[src/rtl/frg_pkg.sv]
package frg_pkg;

    typedef enum logic [1:0] {
        FLD_START = 2'd0,
        FLD_LIMIT = 2'd1,
        FLD_WMASK = 2'd2,
        FLD_RMASK = 2'd3
    } frg_field_e;

    typedef enum logic {
        Q_IDLE = 1'b0,
        Q_RESP = 1'b1
    } frg_qstate_e;

endpackage

[src/rtl/frg_region_bank.sv]
module frg_region_bank #(
    parameter int NUM_REGIONS = 17,
    parameter int NUM_MASTERS = 8,
    parameter int BOUND_W     = 20,
    parameter int IDX_W       = 5,
    parameter int DATA_W      = 20
) (
    input  logic                                       clk,
    input  logic                                       rst_n,
    input  logic                                       cfg_we,
    input  logic [IDX_W-1:0]                           cfg_region,
    input  logic [1:0]                                 cfg_field,
    input  logic [DATA_W-1:0]                          cfg_wdata,
    input  logic                                       lock_set,
    input  logic [IDX_W-1:0]                           lock_region,
    output logic [NUM_REGIONS-1:0][BOUND_W-1:0]        start_pg,
    output logic [NUM_REGIONS-1:0][BOUND_W-1:0]        limit_pg,
    output logic [NUM_REGIONS-1:0][NUM_MASTERS-1:0]    wmask,
    output logic [NUM_REGIONS-1:0][NUM_MASTERS-1:0]    rmask
);
    import frg_pkg::*;

    localparam logic [BOUND_W-1:0]     EMPTY_START = {1'b0, {(BOUND_W-1){1'b1}}};
    localparam logic [BOUND_W-1:0]     EMPTY_LIMIT = '0;
    localparam logic [NUM_MASTERS-1:0] DFLT_GRANT  = NUM_MASTERS'(1);

    logic [NUM_REGIONS-1:0] locked;
    frg_field_e             fsel;

    assign fsel = frg_field_e'(cfg_field);

    for (genvar i = 0; i < NUM_REGIONS; i++) begin : g_win
        localparam logic [IDX_W-1:0] MY_IDX = IDX_W'(i);
        logic wr_ok;

        assign wr_ok = cfg_we && (cfg_region == MY_IDX) && !locked[i];

        always_ff @(posedge clk) begin
            if (!rst_n) begin
                start_pg[i] <= EMPTY_START;
                limit_pg[i] <= EMPTY_LIMIT;
                wmask[i]    <= DFLT_GRANT;
                rmask[i]    <= DFLT_GRANT;
            end else if (wr_ok) begin
                unique case (fsel)
                    FLD_START: start_pg[i] <= cfg_wdata[BOUND_W-1:0];
                    FLD_LIMIT: limit_pg[i] <= cfg_wdata[BOUND_W-1:0];
                    FLD_WMASK: wmask[i]    <= cfg_wdata[NUM_MASTERS-1:0];
                    FLD_RMASK: rmask[i]    <= cfg_wdata[NUM_MASTERS-1:0];
                endcase
            end
        end

        always_ff @(posedge clk) begin
            if (!rst_n) begin
                locked[i] <= 1'b0;
            end else if (lock_set && (lock_region == MY_IDX)) begin
                locked[i] <= 1'b1;
            end
        end

        // a lock, once set, stays set until reset
        assert_lock_sticky_R7: assert property (@(posedge clk) disable iff (!rst_n)
            $past(locked[i]) |-> locked[i]);

        // a locked window keeps every field unchanged
        assert_locked_fields_stable_R7: assert property (@(posedge clk) disable iff (!rst_n)
            $past(locked[i]) |-> ($stable(start_pg[i]) && $stable(limit_pg[i])
                                  && $stable(wmask[i]) && $stable(rmask[i])));
    end

endmodule

[src/rtl/frg_match.sv]
module frg_match #(
    parameter int NUM_REGIONS = 17,
    parameter int NUM_MASTERS = 8,
    parameter int BOUND_W     = 20,
    parameter int IDX_W       = 5,
    parameter int MID_W       = 3
) (
    input  logic                                    clk,
    input  logic                                    rst_n,
    input  logic [BOUND_W-1:0]                      q_page,
    input  logic [MID_W-1:0]                        q_master,
    input  logic                                    q_write,
    input  logic [NUM_REGIONS-1:0][BOUND_W-1:0]     start_pg,
    input  logic [NUM_REGIONS-1:0][BOUND_W-1:0]     limit_pg,
    input  logic [NUM_REGIONS-1:0][NUM_MASTERS-1:0] wmask,
    input  logic [NUM_REGIONS-1:0][NUM_MASTERS-1:0] rmask,
    output logic                                    any_hit,
    output logic                                    any_grant,
    output logic [IDX_W-1:0]                        first_idx
);
    logic [NUM_REGIONS-1:0] hit;
    logic [NUM_REGIONS-1:0] grant;

    for (genvar i = 0; i < NUM_REGIONS; i++) begin : g_cmp
        logic perm;
        assign hit[i]   = (q_page >= start_pg[i]) && (q_page <= limit_pg[i]);
        assign perm     = q_write ? wmask[i][q_master] : rmask[i][q_master];
        assign grant[i] = hit[i] && perm;
    end

    assign any_hit   = |hit;
    assign any_grant = |grant;

    always_comb begin
        first_idx = '0;
        for (int i = NUM_REGIONS - 1; i >= 0; i--) begin
            if (hit[i]) first_idx = IDX_W'(i);
        end
    end

    // the reported index names a window that actually matched
    assert_first_is_hit_R6: assert property (@(posedge clk) disable iff (!rst_n)
        any_hit |-> hit[first_idx]);

    // no window below the reported index matched
    assert_first_is_lowest_R6: assert property (@(posedge clk) disable iff (!rst_n)
        any_hit |-> ((hit & ((NUM_REGIONS'(1) << first_idx) - NUM_REGIONS'(1))) == '0));

    // a grant is only possible through a matching window
    assert_grant_needs_hit_R5: assert property (@(posedge clk) disable iff (!rst_n)
        any_grant |-> any_hit);

endmodule

[src/rtl/frg_query_fsm.sv]
module frg_query_fsm #(
    parameter int IDX_W = 5
) (
    input  logic             clk,
    input  logic             rst_n,
    input  logic             q_valid,
    input  logic             m_hit,
    input  logic             m_grant,
    input  logic [IDX_W-1:0] m_idx,
    output logic             r_valid,
    output logic             r_allow,
    output logic             r_deny,
    output logic             r_hit,
    output logic [IDX_W-1:0] r_region
);
    import frg_pkg::*;

    frg_qstate_e state_q, state_d;

    always_comb begin
        state_d = state_q;
        unique case (state_q)
            Q_IDLE: if (q_valid)  state_d = Q_RESP;   // accept
            Q_RESP: if (!q_valid) state_d = Q_IDLE;   // drain (else chain)
        endcase
    end

    always_ff @(posedge clk) begin
        if (!rst_n) state_q <= Q_IDLE;
        else        state_q <= state_d;
    end

    always_ff @(posedge clk) begin
        if (!rst_n) begin
            r_allow  <= 1'b0;
            r_deny   <= 1'b0;
            r_hit    <= 1'b0;
            r_region <= '0;
        end else if (q_valid) begin
            r_allow  <= m_grant;
            r_deny   <= !m_grant;
            r_hit    <= m_hit;
            r_region <= m_hit ? m_idx : '0;
        end else begin
            r_allow  <= 1'b0;
            r_deny   <= 1'b0;
            r_hit    <= 1'b0;
            r_region <= '0;
        end
    end

    assign r_valid = (state_q == Q_RESP);

    // every strobe gets a response on the next cycle
    assert_resp_after_query_R8: assert property (@(posedge clk) disable iff (!rst_n)
        q_valid |=> r_valid);

    // no response without a strobe in the previous cycle
    assert_no_spurious_resp_R8: assert property (@(posedge clk) disable iff (!rst_n)
        !q_valid |=> !r_valid);

    // a response carries exactly one verdict
    assert_one_verdict_R8: assert property (@(posedge clk) disable iff (!rst_n)
        r_valid |-> $onehot({r_allow, r_deny}));

    // an allow is only ever reported with a hit
    assert_allow_has_hit_R5: assert property (@(posedge clk) disable iff (!rst_n)
        r_allow |-> r_hit);

endmodule

[src/rtl/flash_region_guard.sv]
module flash_region_guard #(
    parameter int NUM_REGIONS = 17,
    parameter int NUM_MASTERS = 8,
    parameter int ADDR_W      = 32,
    parameter int PAGE_LSB    = 12,
    localparam int BOUND_W    = ADDR_W - PAGE_LSB,
    localparam int IDX_W      = $clog2(NUM_REGIONS),
    localparam int MID_W      = $clog2(NUM_MASTERS),
    localparam int DATA_W     = (BOUND_W > NUM_MASTERS) ? BOUND_W : NUM_MASTERS
) (
    input  logic              clk,
    input  logic              rst_n,
    input  logic              cfg_we,
    input  logic [IDX_W-1:0]  cfg_region,
    input  logic [1:0]        cfg_field,
    input  logic [DATA_W-1:0] cfg_wdata,
    input  logic              lock_set,
    input  logic [IDX_W-1:0]  lock_region,
    input  logic              q_valid,
    input  logic [ADDR_W-1:0] q_addr,
    input  logic [MID_W-1:0]  q_master,
    input  logic              q_write,
    output logic              r_valid,
    output logic              r_allow,
    output logic              r_deny,
    output logic              r_hit,
    output logic [IDX_W-1:0]  r_region
);
    logic [NUM_REGIONS-1:0][BOUND_W-1:0]     start_pg;
    logic [NUM_REGIONS-1:0][BOUND_W-1:0]     limit_pg;
    logic [NUM_REGIONS-1:0][NUM_MASTERS-1:0] wmask;
    logic [NUM_REGIONS-1:0][NUM_MASTERS-1:0] rmask;
    logic                                    m_hit;
    logic                                    m_grant;
    logic [IDX_W-1:0]                        m_idx;

    frg_region_bank #(
        .NUM_REGIONS(NUM_REGIONS), .NUM_MASTERS(NUM_MASTERS),
        .BOUND_W(BOUND_W), .IDX_W(IDX_W), .DATA_W(DATA_W)
    ) u_bank (
        .clk(clk), .rst_n(rst_n),
        .cfg_we(cfg_we), .cfg_region(cfg_region), .cfg_field(cfg_field),
        .cfg_wdata(cfg_wdata), .lock_set(lock_set), .lock_region(lock_region),
        .start_pg(start_pg), .limit_pg(limit_pg), .wmask(wmask), .rmask(rmask)
    );

    frg_match #(
        .NUM_REGIONS(NUM_REGIONS), .NUM_MASTERS(NUM_MASTERS),
        .BOUND_W(BOUND_W), .IDX_W(IDX_W), .MID_W(MID_W)
    ) u_match (
        .clk(clk), .rst_n(rst_n),
        .q_page(q_addr[ADDR_W-1:PAGE_LSB]), .q_master(q_master), .q_write(q_write),
        .start_pg(start_pg), .limit_pg(limit_pg), .wmask(wmask), .rmask(rmask),
        .any_hit(m_hit), .any_grant(m_grant), .first_idx(m_idx)
    );

    frg_query_fsm #(
        .IDX_W(IDX_W)
    ) u_fsm (
        .clk(clk), .rst_n(rst_n), .q_valid(q_valid),
        .m_hit(m_hit), .m_grant(m_grant), .m_idx(m_idx),
        .r_valid(r_valid), .r_allow(r_allow), .r_deny(r_deny),
        .r_hit(r_hit), .r_region(r_region)
    );

endmodule

[config.mk]
export PLATFORM = sky130hd
export DESIGN_NAME = flash_region_guard
export DESIGN_NICKNAME = d
export VERILOG_FILES = /design/src/rtl/frg_pkg.sv /design/src/rtl/frg_region_bank.sv /design/src/rtl/frg_match.sv /design/src/rtl/frg_query_fsm.sv /design/src/rtl/flash_region_guard.sv
export SDC_FILE = /design/constraint.sdc
export NUM_CORES = 2
export LEC_CHECK = 0
export BUFFER_PORTS_ARGS = -buffer_cell sky130_fd_sc_hd__clkbuf_2
export CORE_ASPECT_RATIO = 0.75
export CORE_MARGIN = 2
export CORE_UTILIZATION = 39
export CTS_CLUSTER_DIAMETER = 40
export DETAILED_ROUTE_END_ITERATION = 10
export PLACE_DENSITY = 0.54
export SYNTH_ARGS = -nofsm -noshare
export SYNTH_HDL_FRONTEND = slang
export SYNTH_SLANG_ARGS = --single-unit
[constraint.sdc]
create_clock -name clk -period 3.9 [get_ports clk]
set_input_delay 0.195 -clock clk [delete_from_list [all_inputs] [get_ports clk]]
set_output_delay 0.195 -clock clk [all_outputs]
set_load 0.1 [all_outputs]
==> flow_summary.yaml <==
run_status:
  status: "complete, no violations"
synthesis:
  ys_seq_area_frac: 0.3569
  synth.avg_cell_area_um2: 8.231
  synth_area_leaders: "dfxtp_1, ha_1, nand2_1"
  yosys-top-cells-count: "nand2_1, dfxtp_1, ha_1"
  synth_top_area_frac: 0.3569
  yosys.area.top_type: "dfxtp_1"
  syn_nets: 7419
  synthDistinctLibCells: 75
  synth_warnings: 0
  async_flop_share: 0
  yosysMostFrequentCell: "nand2_1"
  ys_ff_latch: 978
  syn-cell-area_um2: 54870
  ys.flop_type: "dfxtp_1"
  postSynthCellCount: 6666
  synth-edff-count: 0
global_route:
  grt_first_pass_wirelength_mm: 280.4
  grt.total_usage: 0.2548
  grt_pass1_vias: 44365
  antenna_found_initial: 12
  grt_max_degree: 212
  grt-ovfl-total: 0
drt:
  drc: 0
  ant_nets: 0
  totalWireLength_mm: 185.5
  drtPass1Iterations: 5
  drt_iter0_markers: 3999
  via_per_inst: 5.433
  routedWlPerCell_um: 21.44
  via_count: 46999
die:
  fp-row-count: 119
  ioPinCount: 82
  die_h_um: 328.8
  dieArea_um2: 143700
  coreArea_um2: 140000
  die_w_um: 437.1
  start_util: 0.3920
layout:
  nets: 7407
  area_delta_synth_final_pct: 15.73
  post_route_cells_drive_above_1_share: 0.09656
worst_setup_path:
  cp-end-kind: "register"
  cp.required_ns: 4.55
  start_kind: "register"
  crit_type: "register to register"
  critPathMaxFanout: 3
  arrival_ns: 4.01
pwr:
  power_density_nw_per_um2: 420.3
  max-vdd-ir-drop_mv: 0.3720
  power.leakage_uw: 0.02576
sta:
  finalCritPeriodShare: 0.8611
  worst_slew_pin_slew_ns: 1.253
  rsz0062_at_grt: "false"
  fmax_mhz: 297.8
  setup_viol: 0
  slew_headroom: 0.1647
  clock_skew_ns: 0.03024
  tns_ns: 0
  fin_ws_ns: 0.5418
  final_hold_viol_count: 0
  min_period_ns: 3.358
  slew_violations: 0
placement:
  dp_hpwl_mm: 117.8
  gp_congestion: 0.8518
  portBuffers: 69
  dp_worst_setup_slack_ns: 0.2284
clock_tree:
  cts.htree.levels: 4
  clk_path_buf_depth: 3
  cts_tree: "done"
  cts.sinks: 978
  post-cts-setup-buffers: 0
  cts-root-buf: "clkbuf_16"
  cts_buffers: 144
  clk_pin_slew_worst_paths_ns: 0.06
  clock_latency_ns: 0.80
job:
  max_cap_violations: 0
hold_path:
  hold_class: "input pin to register"
-- sequential cells by signal, indices dropped and copies added, names as in the netlist --
signal           cells
u_bank.limit_pg    340
u_bank.locked       17
u_bank.rmask       136
u_bank.start_pg    340
u_bank.wmask       136
u_fsm.r_allow        1
u_fsm.r_deny         1
u_fsm.r_hit          1
u_fsm.r_region       5
u_fsm.r_valid        1
-- per-layer routing --
layer | share of wire | global-route usage | up-vias | wire (um)
li1 | - | - | 22894 | -
met1 | 0.48 | 0.3684 | 22607 | 89800
met2 | 0.44 | 0.3979 | 1251 | 80890
met3 | 0.058 | 0.03315 | 245 | 10830
met4 | 0.021 | 0.06724 | 2 | 3925
met5 | 0.000070 | 0 | - | 13
-- worst max-delay path, stage by stage, from the launching register on --
cell       delay, ns
dfxtp_1         0.30
inv_1           0.05
ha_1            0.29
a21oi_1         0.16
o21ai_1         0.13
a2111oi_0       0.47
o31a_1          0.23
o221ai_1        0.29
a2111oi_1       0.51
buf_4           0.23
nand3_1         0.13
nor4b_2         0.30
a31oi_1         0.12
-- final cells by class --
cell class	count	area, um^2
antenna	3	7.507
multi-input combinational	4567	31260
clock buffer	192	4130
clock inverter	73	1160
fill	13566	76460
tap	1875	2346
sequential	978	19580
inverter	665	2496
timing repair buffer	298	2522
-- worst paths after layout --
| kind | start | endpoint | cells past startpoint | slack (ns) |
|---|---|---|---|---|
| setup / recovery | u_bank.start_pg[289]$_SDFFE_PN1P_ | u_fsm.r_hit$_SDFF_PN0_ | 12 | 0.54 |
| hold / removal | cfg_wdata[4] | u_bank.rmask[4]$_SDFFE_PN0P_ | 3 | 0.04 |
| setup reg to reg | u_bank.start_pg[289]$_SDFFE_PN1P_ | u_fsm.r_hit$_SDFF_PN0_ | 12 | 0.54 |
| hold reg to reg | u_bank.limit_pg[322]$_SDFFE_PN0P_ | u_bank.limit_pg[322]$_SDFFE_PN0P_ | 2 | 0.45 |
-- where the power goes --
group | switching (uW) | internal (uW)
Combinational | 1560 | 739
Sequential | 19.5 | 10000
Clock | 5190 | 9150
-- through the flow --
step           total power, uW  hold slack [ns]    util  area (um^2)  instances
5_1_grt                  27510          0.03589  0.4537        63490       8650
3_5_place_dp             12530           0.4427  0.4145        58010       8364
6_report                 26690          0.04126  0.4537        63500       8651
2_1_floorplan            11460           0.3526       -        54870       6666
3_3_place_gp             12500           0.4370  0.4145        58010       8364
4_1_cts                  26880         0.001079  0.4536        63490       8648
-- kinds of logic after synthesis --
family / after synthesis / synth area share
adders and majority gates: 680 / 0.1551
AOI/OAI and AO/OA: 1487 / 0.1916
DFF: 978 / 0.3569
muxes: 102 / 0.03688
and+or+nand+nor: 2298 / 0.1820
buffers and inverters: 1121 / 0.07754
-- what timing repair did --
action,CTS,global route
resized for setup,0,0
endpoints found under the hold margin,157,0
hold buffers,19,0
endpoints found under the setup margin,0,0
-- placed cells by master (no fill, tap or decap), types with 29 or more instances in the layout --
cell,synthesis,final
nand2_1,1509,1509
dfxtp_1,978,978
ha_1,680,680
inv_1,664,663
a21boi_1,377,377
nand3_1,346,346
o211ai_1,326,326
a21oi_1,210,210
a21boi_0,209,209
buf_4,3,196
clkbuf_16,0,149
nand4_1,93,93
nor2_1,94,89
mux4_2,80,80
o21ai_0,76,76
nor2b_1,72,70
a21o_1,61,61
clkbuf_2,0,37
a211oi_1,33,33
o21ai_1,32,32
nor3_1,42,30
buf_12,0,29
Power figures use the tool's default switching activity.
